## src/rtl/nser_pkg.sv

```systemverilog
package nser_pkg;

    // Shortest phase allowed: the synchronizer latency plus one cycle of margin.
    localparam int MIN_PHASE = 3;

    typedef enum logic {
        PH_LOW  = 1'b0,
        PH_HIGH = 1'b1
    } phase_e;

    typedef struct packed {
        logic is_rx;       // current transfer receives
        logic start_pend;  // start-bit period still running
    } ctl_t;

endpackage

```

## src/rtl/nser_sync.sv

```systemverilog
module nser_sync #(
    parameter int STAGES = 2
) (
    input  logic clk,
    input  logic rst,
    input  logic d,
    output logic q
);
    logic [STAGES-1:0] chain;

    generate
        for (genvar i = 0; i < STAGES; i++) begin : g_stage
            if (i == 0) begin : g_first
                always_ff @(posedge clk) begin
                    if (rst) chain[0] <= 1'b1;
                    else     chain[0] <= d;
                end
            end else begin : g_next
                always_ff @(posedge clk) begin
                    if (rst) chain[i] <= 1'b1;
                    else     chain[i] <= chain[i-1];
                end
            end
        end
    endgenerate

    assign q = chain[STAGES-1];
endmodule

```

## src/rtl/nser_phase_gen.sv

```systemverilog
module nser_phase_gen
    import nser_pkg::*;
#(
    parameter int PH_W = 8
) (
    input  logic            clk,
    input  logic            rst,
    input  logic            launch,
    input  logic [PH_W-1:0] len,
    input  logic            cont,
    output logic            active,
    output logic            lnk_clk,
    output logic            high_end
);
    phase_e          phase;
    logic [PH_W-1:0] cnt;
    logic [PH_W-1:0] len_q;
    logic            at_end;

    assign at_end   = (cnt == len_q - 1'b1);
    assign high_end = active && (phase == PH_HIGH) && at_end;

    always_ff @(posedge clk) begin
        if (rst) begin
            active  <= 1'b0;
            phase   <= PH_HIGH;
            cnt     <= '0;
            len_q   <= PH_W'(MIN_PHASE);
            lnk_clk <= 1'b1;
        end else if (launch) begin
            active  <= 1'b1;
            phase   <= PH_LOW;
            cnt     <= '0;
            len_q   <= len;
            lnk_clk <= 1'b0;
        end else if (active) begin
            if (at_end) begin
                cnt <= '0;
                if (phase == PH_LOW) begin
                    phase   <= PH_HIGH;
                    lnk_clk <= 1'b1;
                end else if (cont) begin
                    phase   <= PH_LOW;
                    lnk_clk <= 1'b0;
                end else begin
                    active  <= 1'b0;
                end
            end else begin
                cnt <= cnt + 1'b1;
            end
        end
    end
endmodule

```

## src/rtl/nser_shifter.sv

```systemverilog
module nser_shifter #(
    parameter int MSG_W = 64,
    parameter int CNT_W = 7,
    parameter int ACC_W = 16
) (
    input  logic             clk,
    input  logic             rst,
    input  logic             load,
    input  logic             load_rx,
    input  logic [CNT_W-1:0] load_bits,
    input  logic [MSG_W-1:0] load_payload,
    input  logic             step,
    input  logic             last,
    input  logic             is_rx,
    input  logic             start_pend,
    input  logic             din_s,
    output logic             lnk_dout,
    output logic             lnk_doe,
    output logic [MSG_W-1:0] rx_word,
    output logic [ACC_W-1:0] rx_count
);
    logic [MSG_W-1:0] shreg;
    logic [CNT_W-1:0] pad;
    logic [MSG_W-1:0] aligned;
    logic             next_wire;

    assign pad     = CNT_W'(MSG_W) - load_bits;
    assign aligned = load_payload << pad;

    // Wire level for the coming period; the shift register moves on the same edge.
    always_comb begin
        if (start_pend) next_wire = ~shreg[MSG_W-1];
        else            next_wire = ~shreg[MSG_W-2];
    end

    always_ff @(posedge clk) begin
        if (rst) begin
            shreg    <= '0;
            lnk_dout <= 1'b1;
            lnk_doe  <= 1'b0;
            rx_word  <= '0;
            rx_count <= '0;
        end else if (load) begin
            if (load_rx) begin
                lnk_doe <= 1'b0;
            end else begin
                shreg    <= aligned;
                lnk_doe  <= 1'b1;
                lnk_dout <= 1'b0;          // start bit
            end
        end else if (step) begin
            if (is_rx) begin
                rx_word  <= {rx_word[MSG_W-2:0], ~din_s};
                rx_count <= rx_count + 1'b1;
            end else if (!start_pend) begin
                shreg <= shreg << 1;
            end
            if (last) begin
                lnk_doe <= 1'b0;
                if (!lnk_dout) lnk_dout <= 1'b1;
            end else if (!is_rx && (next_wire != lnk_dout)) begin
                lnk_dout <= next_wire;
            end
        end
    end
endmodule

```

## src/rtl/nserial_engine.sv

```systemverilog
module nserial_engine
    import nser_pkg::*;
#(
    parameter int  MSG_W       = 64,
    parameter int  PH_W        = 8,
    parameter int  ACC_W       = 16,
    parameter int  SYNC_STAGES = 2,
    localparam int CNT_W       = $clog2(MSG_W + 1)
) (
    input  logic             clk,
    input  logic             rst,
    input  logic             req_valid,
    input  logic             req_rx,
    input  logic [CNT_W-1:0] req_bits,
    input  logic [MSG_W-1:0] req_payload,
    input  logic [PH_W-1:0]  ph_len,
    output logic             busy,
    output logic             done,
    output logic [MSG_W-1:0] rx_word,
    output logic [ACC_W-1:0] rx_count,
    output logic             lnk_clk,
    output logic             lnk_dout,
    output logic             lnk_doe,
    input  logic             lnk_din
);
    ctl_t             ctl;
    logic [CNT_W-1:0] bits_left;
    logic [CNT_W-1:0] bits_eff;
    logic [PH_W-1:0]  len_eff;
    logic             accept;
    logic             cont;
    logic             high_end;
    logic             finish;
    logic             din_s;
    logic             rx_mode;

    assign bits_eff = (req_bits > CNT_W'(MSG_W)) ? CNT_W'(MSG_W) : req_bits;
    assign len_eff  = (ph_len < PH_W'(MIN_PHASE)) ? PH_W'(MIN_PHASE) : ph_len;
    assign accept   = req_valid && !busy && (bits_eff != '0);
    assign cont     = (!ctl.is_rx && ctl.start_pend) || (bits_left > CNT_W'(1));
    assign finish   = high_end && !cont;
    assign rx_mode  = ctl.is_rx;

    always_ff @(posedge clk) begin
        if (rst) begin
            ctl       <= '0;
            bits_left <= '0;
            done      <= 1'b0;
        end else begin
            done <= finish;
            if (accept) begin
                ctl.is_rx      <= req_rx;
                ctl.start_pend <= !req_rx;
                bits_left      <= bits_eff;
            end else if (high_end) begin
                ctl.start_pend <= 1'b0;
                if (ctl.is_rx || !ctl.start_pend) bits_left <= bits_left - 1'b1;
            end
        end
    end

    nser_sync #(.STAGES(SYNC_STAGES)) u_sync (
        .clk (clk),
        .rst (rst),
        .d   (lnk_din),
        .q   (din_s)
    );

    nser_phase_gen #(.PH_W(PH_W)) u_phase (
        .clk      (clk),
        .rst      (rst),
        .launch   (accept),
        .len      (len_eff),
        .cont     (cont),
        .active   (busy),
        .lnk_clk  (lnk_clk),
        .high_end (high_end)
    );

    nser_shifter #(.MSG_W(MSG_W), .CNT_W(CNT_W), .ACC_W(ACC_W)) u_shift (
        .clk          (clk),
        .rst          (rst),
        .load         (accept),
        .load_rx      (req_rx),
        .load_bits    (bits_eff),
        .load_payload (req_payload),
        .step         (high_end),
        .last         (finish),
        .is_rx        (ctl.is_rx),
        .start_pend   (ctl.start_pend),
        .din_s        (din_s),
        .lnk_dout     (lnk_dout),
        .lnk_doe      (lnk_doe),
        .rx_word      (rx_word),
        .rx_count     (rx_count)
    );
endmodule

```

## config.mk

```make
export PLATFORM = sky130hd
export DESIGN_NAME = nserial_engine
export DESIGN_NICKNAME = d
export VERILOG_FILES = /design/src/rtl/nser_pkg.sv /design/src/rtl/nser_sync.sv /design/src/rtl/nser_phase_gen.sv /design/src/rtl/nser_shifter.sv /design/src/rtl/nserial_engine.sv
export SDC_FILE = /design/constraint.sdc
export NUM_CORES = 1
export LEC_CHECK = 0
export BUFFER_PORTS_ARGS = -buffer_cell sky130_fd_sc_hd__buf_2
export CAP_MARGIN = 30
export CORE_MARGIN = 2
export CORE_UTILIZATION = 42
export DETAILED_ROUTE_END_ITERATION = 8
export HOLD_SLACK_MARGIN = 0.06
export PLACE_DENSITY = 0.71
export SKIP_CTS_REPAIR_TIMING = 1
export SYNTH_ARGS = -nofsm -noshare
export SYNTH_HDL_FRONTEND = slang
export SYNTH_SLANG_ARGS = --single-unit
export TNS_END_PERCENT = 20
```

## constraint.sdc

```tcl
create_clock -name clk -period 5.17 [get_ports clk]
set_input_delay 1.034 -clock clk [delete_from_list [all_inputs] [get_ports clk]]
set_output_delay 1.034 -clock clk [all_outputs]
set_load 0.05 [all_outputs]
```

==> flow_summary.rst, run 1 <==
.. list-table::
   :header-rows: 1

   * - Metric
     - Value
   * - Outcome
     - complete, no violations
   * - Grt met1 use
     - 36.84%
   * - Detailed placer's ending HPWL
     - 26590 um
   * - Final critical-path required period
     - 4.084 ns
   * - Cell chosen for the clock root
     - clkbuf_16
   * - Initial Util
     - 42.38%
   * - First-pass GRT wire length
     - 59450 um
   * - Clk_lat worst skew
     - 0.43 ns
   * - Number of endpoints with negative hold slack in the final report
     - 0
   * - Post-CTS clock slew at the launch and capture registers of the worst setup and hold paths
     - 0.07 ns
   * - Setup TNS Final
     - 0 ns
   * - Peak supply drop
     - 0.0001887 V
   * - Slowest cell on the critical path
     - xnor2_4
   * - Origin of the critical flop-to-flop path
     - u_phase.len_q[0]$_SDFFE_PP1N_
   * - Max Buffers Root-to-Sink
     - 2
   * - Synth unique cells
     - 65
   * - Pin count of the biggest net entering global routing
     - 75
   * - Final slew viol count
     - 0
   * - Horizontal die dimension
     - 168.0 um
   * - Reg2Reg Depth
     - 10
   * - Vert. Die Dim
     - 168.0 um
   * - Critical path cell sequence
     - buf_2 > inv_1 > nand2_1 > ha_1 > xnor2_4 > buf_12 > mux4_2 > mux4_2 > or2_2 > o211ai_1 > a211oi_1
   * - Sort of element at the end of the critical path
     - register
   * - Transition time at the pin with the least slew margin
     - 0.9866 ns
   * - Gr ovfl total
     - 0
   * - Total power of the final layout
     - 3.743 mW
   * - Kind of cell adding the most delay to the critical path
     - multiplexers
   * - Post-synthesis sequential area ratio
     - 31.38%
   * - WP buf/inv
     - 3
   * - Most used flip-flop cell after synthesis
     - dfxtp_1
   * - Terminus of the critical flop-to-flop path
     - u_shift.rx_count[15]$_SDFFE_PP0P_
   * - WP data required
     - 5.45 ns
   * - Max-capacitance violation count
     - 0
   * - Worst hold margin
     - 0.4064 ns
   * - Count of fill cells added during filler insertion
     - 2518
   * - Worst hold path class
     - reg2reg
   * - TritonCTS clock tree
     - built
   * - Met3 Usage GRT
     - 5.031%
   * - Cell depth of the worst hold path
     - 1
   * - Syn_area_per_cell
     - 8.422 sq um
   * - Worst Hold Endpoint
     - u_shift.rx_word[0]$_SDFFE_PP0P_
   * - Vias in the first global route
     - 10490
   * - Count of flip-flops with a built-in enable after synthesis
     - 0
   * - Max-slew headroom
     - 33.72%
   * - Crit path launch type
     - primary input
   * - Critical path peak fanout
     - 47
   * - Setup WS pre-CTS
     - 0.7037 ns
   * - Met2 track utilization from global routing
     - 39.40%
   * - Most numerous cell on the critical path
     - mux4_2
   * - Min-Delay Startpoint
     - u_sync.q$_SDFF_PP1_
   * - Detailed-route via count
     - 11570
   * - Initial antenna violation count
     - 0
   * - Number of rows created at floorplan
     - 60
   * - Floorplan Core Area
     - 0.02665 sq mm
   * - Most crowded layer after global routing
     - met2
   * - Count of antenna-violating nets left after detailed routing
     - 0
   * - Internal reg-to-reg setup slack
     - 1.63 ns
   * - Number of vias per cell after detailed routing
     - 6.439
   * - Setup skew after layout
     - 0.01644 ns
   * - DR WL/cell
     - 20.69 um
   * - Count of synthesis-stage warnings from yosys
     - 0
   * - Sink count of the clock tree
     - 177
   * - Number of nets produced by synthesis
     - 1431
   * - Number of buffers added on ports
     - 168
   * - Gate count after technology mapping
     - 1341
   * - DRC violation count after routing
     - 0
   * - Unrepaired setup endpoints after global routing
     - no
   * - Share of cells above drive strength 1
     - 22.68%
   * - Detailed Route WL
     - 37170 um
   * - Final Setup Violations
     - 0
   * - Data arrival time of the worst path
     - 4.37 ns
   * - Die ar.
     - 0.02822 sq mm
   * - Detailed-routing iteration count for the pre-antenna-repair pass
     - 5
   * - Area grow syn2layout
     - 14.70%
   * - Area after DPL
     - 0.01238 sq mm
   * - Number of nets in the layout
     - 1532
   * - Starting DRT DRC Count
     - 1281
   * - Routability congestion estimate
     - 0.9688
   * - Commonest non-fill, non-tap cells in the layout
     - nand2_1, dfxtp_1, buf_2
   * - Worst Slack Setup Final
     - 1.086 ns
   * - H-tree levels
     - 4
   * - Proportion of synthesized flip-flops having asynchronous set or reset
     - 0%
   * - Clock buffer count from CTS
     - 17
   * - Static power due to leakage
     - 4.755 nW
   * - Slowest Stage Delay on Critical Path
     - 0.64 ns
   * - Number of I/O pins
     - 169
   * - Non-Filler Cell Area, Final
     - 0.01295 sq mm
   * - Path type of the worst setup path
     - in2reg
   * - Netlist area before placement
     - 0.01129 sq mm
   * - Overall global routing resource usage
     - 26.07%
   * - Pwr dens
     - 289.0 mW/mm^2
   * - Most frequent standard cell in the layout excluding fill and tap cells
     - nand2_1
   * - Max Clock Freq
     - 244.8 MHz
   * - # diodes
     - 0
   * - Synthesis-stage register bit count
     - 177
   * - Share of the clock period used by the worst path
     - 79.00%
[final cells by class]
class                      instances  area [sq um]  share of cell area (%)
multi-input combinational       1035          7268                   56.11
sequential                       177          3543                   27.35
timing repair buffer             201          1104                   8.519
clock buffer                      22         484.2                   3.738
tap                              341         426.7                   3.294
clock inverter                    10         90.09                  0.6954
inverter                          10         37.54                  0.2898
[flip-flops by register name, indices dropped and copies added (netlist names)]
signal,cells
u_phase.cnt,8
u_shift.rx_count,16
u_phase.lnk_clk,1
done,1
ctl,1
u_phase.len_q,8
bits_left,7
u_shift.lnk_dout,1
u_shift.lnk_doe,1
u_sync.q,1
u_shift.rx_word,64
rx_mode,1
u_sync.chain,1
u_phase.active,1
u_phase.phase,1
u_shift.shreg,64
[worst reg2reg max path, delay by kind of cell (launching register included)]
family                   cells  cell delay [ns]
AND/OR/NAND/NOR              5             2.09
buffers and inverters        2             0.44
AO/OA/AOI/OAI                2             0.40
flip-flops                   1             0.35
adder cells (fa/ha/maj)      1             0.19
[kinds of logic (layout without fill, tap and decap cells)]
kind of cell,after synthesis,after routing,synth area share (%)
and+or+nand+nor,494,494,19.67
adders and majority gates,6,6,0.6647
xor gates and xnor gates,25,25,2.005
muxes,95,95,16.43
AOI/OAI and AO/OA,415,415,25.09
DFF,177,177,31.38
buffers and inverters,129,243,4.764
[worst max path at each step]
| stage | from | endpoint | slack (ns) | cells past startpoint |
|---|---|---|---|---|
| floorplan | req_bits[0] | u_shift.shreg[18]$_SDFFE_PP0P_ | 1.03 | 12 |
| global placement | req_bits[6] | u_shift.shreg[25]$_SDFFE_PP0P_ | 0.78 | 11 |
| detailed placement | req_bits[6] | u_shift.shreg[25]$_SDFFE_PP0P_ | 0.70 | 11 |
| CTS | req_bits[6] | u_shift.shreg[25]$_SDFFE_PP0P_ | 1.15 | 11 |
| global route | req_bits[6] | u_shift.shreg[25]$_SDFFE_PP0P_ | 0.98 | 11 |
| finish | req_bits[6] | u_shift.shreg[25]$_SDFFE_PP0P_ | 1.09 | 11 |
[through the flow]
| step | utilization [%] | cells |
|---|---|---|
| after floorplan | - | 1341 |
| after global routing | 48.61 | 1796 |
| final | 48.61 | 1796 |
| after global placement | 46.45 | 1764 |
| after detailed placement | 46.45 | 1764 |
| after CTS | 48.61 | 1796 |
[cells in the mapped netlist (11+ instances only)]
| cell | number | area share, % |
|---|---|---|
| a211oi_1 | 41 | 2.7 |
| clkbuf_1 | 82 | 2.7 |
| buf_2 | 22 | 0.98 |
| xor2_1 | 12 | 0.93 |
| o21ai_0 | 20 | 0.89 |
| nand3_1 | 30 | 1.3 |
| a221oi_1 | 38 | 2.9 |
| xnor2_1 | 12 | 0.93 |
| a21oi_1 | 135 | 6.0 |
| a22oi_1 | 71 | 4.7 |
| nand4_1 | 18 | 1.0 |
| mux2i_1 | 20 | 1.8 |
| nor2_1 | 111 | 3.7 |
| dfxtp_1 | 177 | 31 |
| a311oi_1 | 18 | 1.4 |
| nand2_1 | 233 | 7.7 |
| nor3_1 | 31 | 1.4 |
| mux4_2 | 72 | 14 |
| or4_1 | 11 | 0.73 |
| a31oi_1 | 14 | 0.78 |
[metal layers]
| metal | wire [um] | vias to the layer above |
|---|---|---|
| met3 | 3538 | 76 |
| met5 | 0 | - |
| met2 | 16510 | 628 |
| met1 | 15870 | 5561 |
| li1 | - | 5300 |
| met4 | 1250 | 0 |
[where the power goes]
group	switching, mW	leakage (nW)	internal, mW	total (mW)
Clock	0.570	0.285	0.683	1.25
Sequential	0.0439	1.44	1.42	1.46
Combinational	0.652	3.03	0.378	1.03
Total	1.27	4.76	2.48	3.74
No activity file was read; power rests on OpenSTA's default activity.
==> run 2, diff against run 1 <==
==> constraint.sdc (replaced) <==
create_clock -name clk -period 3.9 [get_ports clk]
set_input_delay 0.78 -clock clk [delete_from_list [all_inputs] [get_ports clk]]
set_output_delay 0.78 -clock clk [all_outputs]
set_load 0.05 [all_outputs]
==> run 2 against run 1 <==
Compared with the run above:
- clock skew up 0.0016 ns
- design area up 2.4%
- sequential power up 33%
- via count up 0.23%
- die area unchanged
- global-route usage down 0.94 points
- final cell count up 1.2%
- worst setup slack worse by 0.70 ns
- hold slack worse by 0.00095 ns
- critical path type is now reg2reg
- largest cell class unchanged
==> flow_summary.rst, run 2 (synthesized netlist as in run 1, its figures left out) <==
.. list-table::
   :header-rows: 1

   * - Metric
     - Value
   * - Vert. Die Dim
     - 168.0 um (unchanged)
   * - Share of the clock period used by the worst path
     - 90.04%
   * - Most frequent standard cell in the layout excluding fill and tap cells
     - nand2_1 (unchanged)
   * - Detailed Route WL
     - 36190 um (was 37170 um)
   * - Setup TNS Final
     - 0 ns (unchanged)
   * - Detailed-route via count
     - 11590 (was 11570)
   * - Final critical-path required period
     - 3.512 ns
   * - Static power due to leakage
     - 4.906 nW (was 4.755 nW)
   * - Unrepaired setup endpoints after global routing
     - no (unchanged)
   * - Internal reg-to-reg setup slack
     - 0.39 ns (was 1.63 ns)
   * - # diodes
     - 0 (unchanged)
   * - Vias in the first global route
     - 10560 (was 10490)
   * - Clock group share of total power
     - 35.3% (was 33.5%)
   * - Overall global routing resource usage
     - 25.13% (was 26.07%)
   * - DRC violation count after routing
     - 0 (unchanged)
   * - Starting DRT DRC Count
     - 1334 (was 1281)
   * - Clock buffer count from CTS
     - 17 (unchanged)
   * - Switching Fraction
     - 32.90% (was 33.80%)
   * - Commonest non-fill, non-tap cells in the layout
     - nand2_1, dfxtp_1, buf_2 (unchanged)
   * - H-tree levels
     - 4 (unchanged)
   * - Final slew viol count
     - 0 (unchanged)
   * - Transition time at the pin with the least slew margin
     - 0.8465 ns (was 0.9866 ns)
   * - Detailed placer's ending HPWL
     - 26340 um (was 26590 um)
   * - Max Buffers Root-to-Sink
     - 2 (unchanged)
   * - DR WL/cell
     - 19.92 um (was 20.69 um)
   * - Pin count of the biggest net entering global routing
     - 68 (was 75)
   * - Sort of element at the end of the critical path
     - register (unchanged)
   * - Critical path peak fanout
     - 32 (was 47)
   * - Final Setup Violations
     - 0 (unchanged)
   * - Worst hold path class
     - reg2reg (unchanged)
   * - Net switching power
     - 1.699 mW (was 1.265 mW)
   * - Clk_lat worst skew
     - 0.43 ns (about the same)
   * - Max-slew headroom
     - 43.13% (was 33.72%)
   * - Area grow syn2layout
     - 17.46% (was 14.70%)
   * - Number of nets in the layout
     - 1553 (was 1532)
   * - Outcome
     - complete, no violations (unchanged)
   * - Number of buffers added on ports
     - 168 (unchanged)
   * - Number of rows created at floorplan
     - 60 (unchanged)
   * - Post-route core utilization
     - 49.77% (was 48.61%)
   * - Path type of the worst setup path
     - reg2reg (was in2reg)
   * - Gr ovfl total
     - 0 (unchanged)
   * - Setup WS pre-CTS
     - 0.3468 ns (was 0.7037 ns)
   * - Routability congestion estimate
     - 0.9779 (was 0.9688)
   * - Cell depth of the worst hold path
     - 1 (unchanged)
   * - Die ar.
     - 0.02822 sq mm (unchanged)
   * - Peak supply drop
     - 0.0002500 V (was 0.0001887 V)
   * - Power Internal
     - 3.465 mW (was 2.478 mW)
   * - Gate power share
     - 27.2% (was 27.5%)
   * - Max Clock Freq
     - 284.8 MHz
   * - Floorplan Core Area
     - 0.02665 sq mm (unchanged)
   * - Initial antenna violation count
     - 0 (unchanged)
   * - Number of vias per cell after detailed routing
     - 6.380 (was 6.439)
   * - WP data required
     - 4.20 ns (was 5.45 ns)
   * - Post-CTS clock slew at the launch and capture registers of the worst setup and hold paths
     - 0.07 ns (about the same)
   * - First-pass GRT wire length
     - 57790 um (was 59450 um)
   * - Share of cells above drive strength 1
     - 23.85% (was 22.68%)
   * - Registers with the most flip-flops
     - u_shift.rx_word: 64 flops, u_shift.shreg: 64 flops, u_shift.rx_count: 16 flops (unchanged)
   * - Reg power frac
     - 37.5% (was 39.0%)
   * - Data arrival time of the worst path
     - 3.81 ns (was 4.37 ns)
   * - Initial Util
     - 42.38% (unchanged)
   * - Crit path launch type
     - register (was primary input)
   * - Number of endpoints with negative hold slack in the final report
     - 0 (unchanged)
   * - Reg2Reg Depth
     - 10 (unchanged)
   * - Worst Slack Setup Final
     - 0.3883 ns (was 1.086 ns)
   * - Sink count of the clock tree
     - 177 (unchanged)
   * - Detailed-routing iteration count for the pre-antenna-repair pass
     - 7 (was 5)
   * - Max-capacitance violation count
     - 0 (unchanged)
   * - Number of I/O pins
     - 169 (unchanged)
   * - Setup skew after layout
     - 0.01804 ns (was 0.01644 ns)
   * - Horizontal die dimension
     - 168.0 um (unchanged)
   * - Cell chosen for the clock root
     - clkbuf_16 (unchanged)
   * - Count of antenna-violating nets left after detailed routing
     - 0 (unchanged)
   * - TritonCTS clock tree
     - built (unchanged)
   * - Pwr dens
     - 389.3 mW/mm^2 (was 289.0 mW/mm^2)
-- run 2: metrics by stage --
step / instances / hold slack (ns) / total power [mW] / cell area (sq um)
CTS: 1816 / 0.4095 / 5.149 / 13260
global route: 1817 / 0.4209 / 5.353 / 13270
detailed placement: 1784 / 0.3982 / 3.335 / 12630
floorplan: 1341 / 0.3895 / 2.872 / 11290
global placement: 1784 / 0.3932 / 3.323 / 12630
finish: 1817 / 0.4054 / 5.164 / 13270
-- run 2: path summary, 6_finish.rpt --
path	from	to
setup / recovery	u_phase.len_q[0]$_SDFFE_PP1N_	u_shift.shreg[46]$_SDFFE_PP0P_
hold / removal	u_sync.q$_SDFF_PP1_	u_shift.rx_word[0]$_SDFFE_PP0P_
setup reg to reg	u_phase.len_q[0]$_SDFFE_PP1N_	u_shift.shreg[46]$_SDFFE_PP0P_
hold reg to reg	u_sync.q$_SDFF_PP1_	u_shift.rx_word[0]$_SDFFE_PP0P_
-- run 2: worst max-delay path: stages, from the launching register on --
cell	delay, ns
dfxtp_1	0.36
inv_1	0.07
ha_1	0.20
or3b_2	0.47
nor4_1	0.18
o2111ai_1	0.27
nor4_4	0.69
a21oi_4	0.29
buf_4	0.33
a221oi_1	0.39
a211oi_1	0.13
-- run 2: metal layers --
layer	wire [um]	track usage, %	up-vias
met5	0	0	-
met3	3382	4.537	87
met4	1300	9.679	0
met1	15380	34.83	5526
li1	-	-	5338
met2	16120	39.11	641
-- run 2: area by class of cell --
class	count	area (sq um)
Fill cell	2517	13390
Timing Repair Buffer	222	1361
Tap cell	341	426.7
Clock inverter	14	188.9
Sequential cell	177	3543
Inverter	10	37.54
Clock buffer	18	439.2
Multi-Input combinational cell	1035	7268
-- run 2: power by group through the flow --
stage	Clock (mW)	Combinational [mW]	Sequential (mW)
finish	1.82	1.40	1.94
global route	1.91	1.50	1.94
CTS	1.85	1.37	1.93
detailed placement	0	1.36	1.97
global placement	0	1.35	1.97
floorplan	0	0.903	1.97
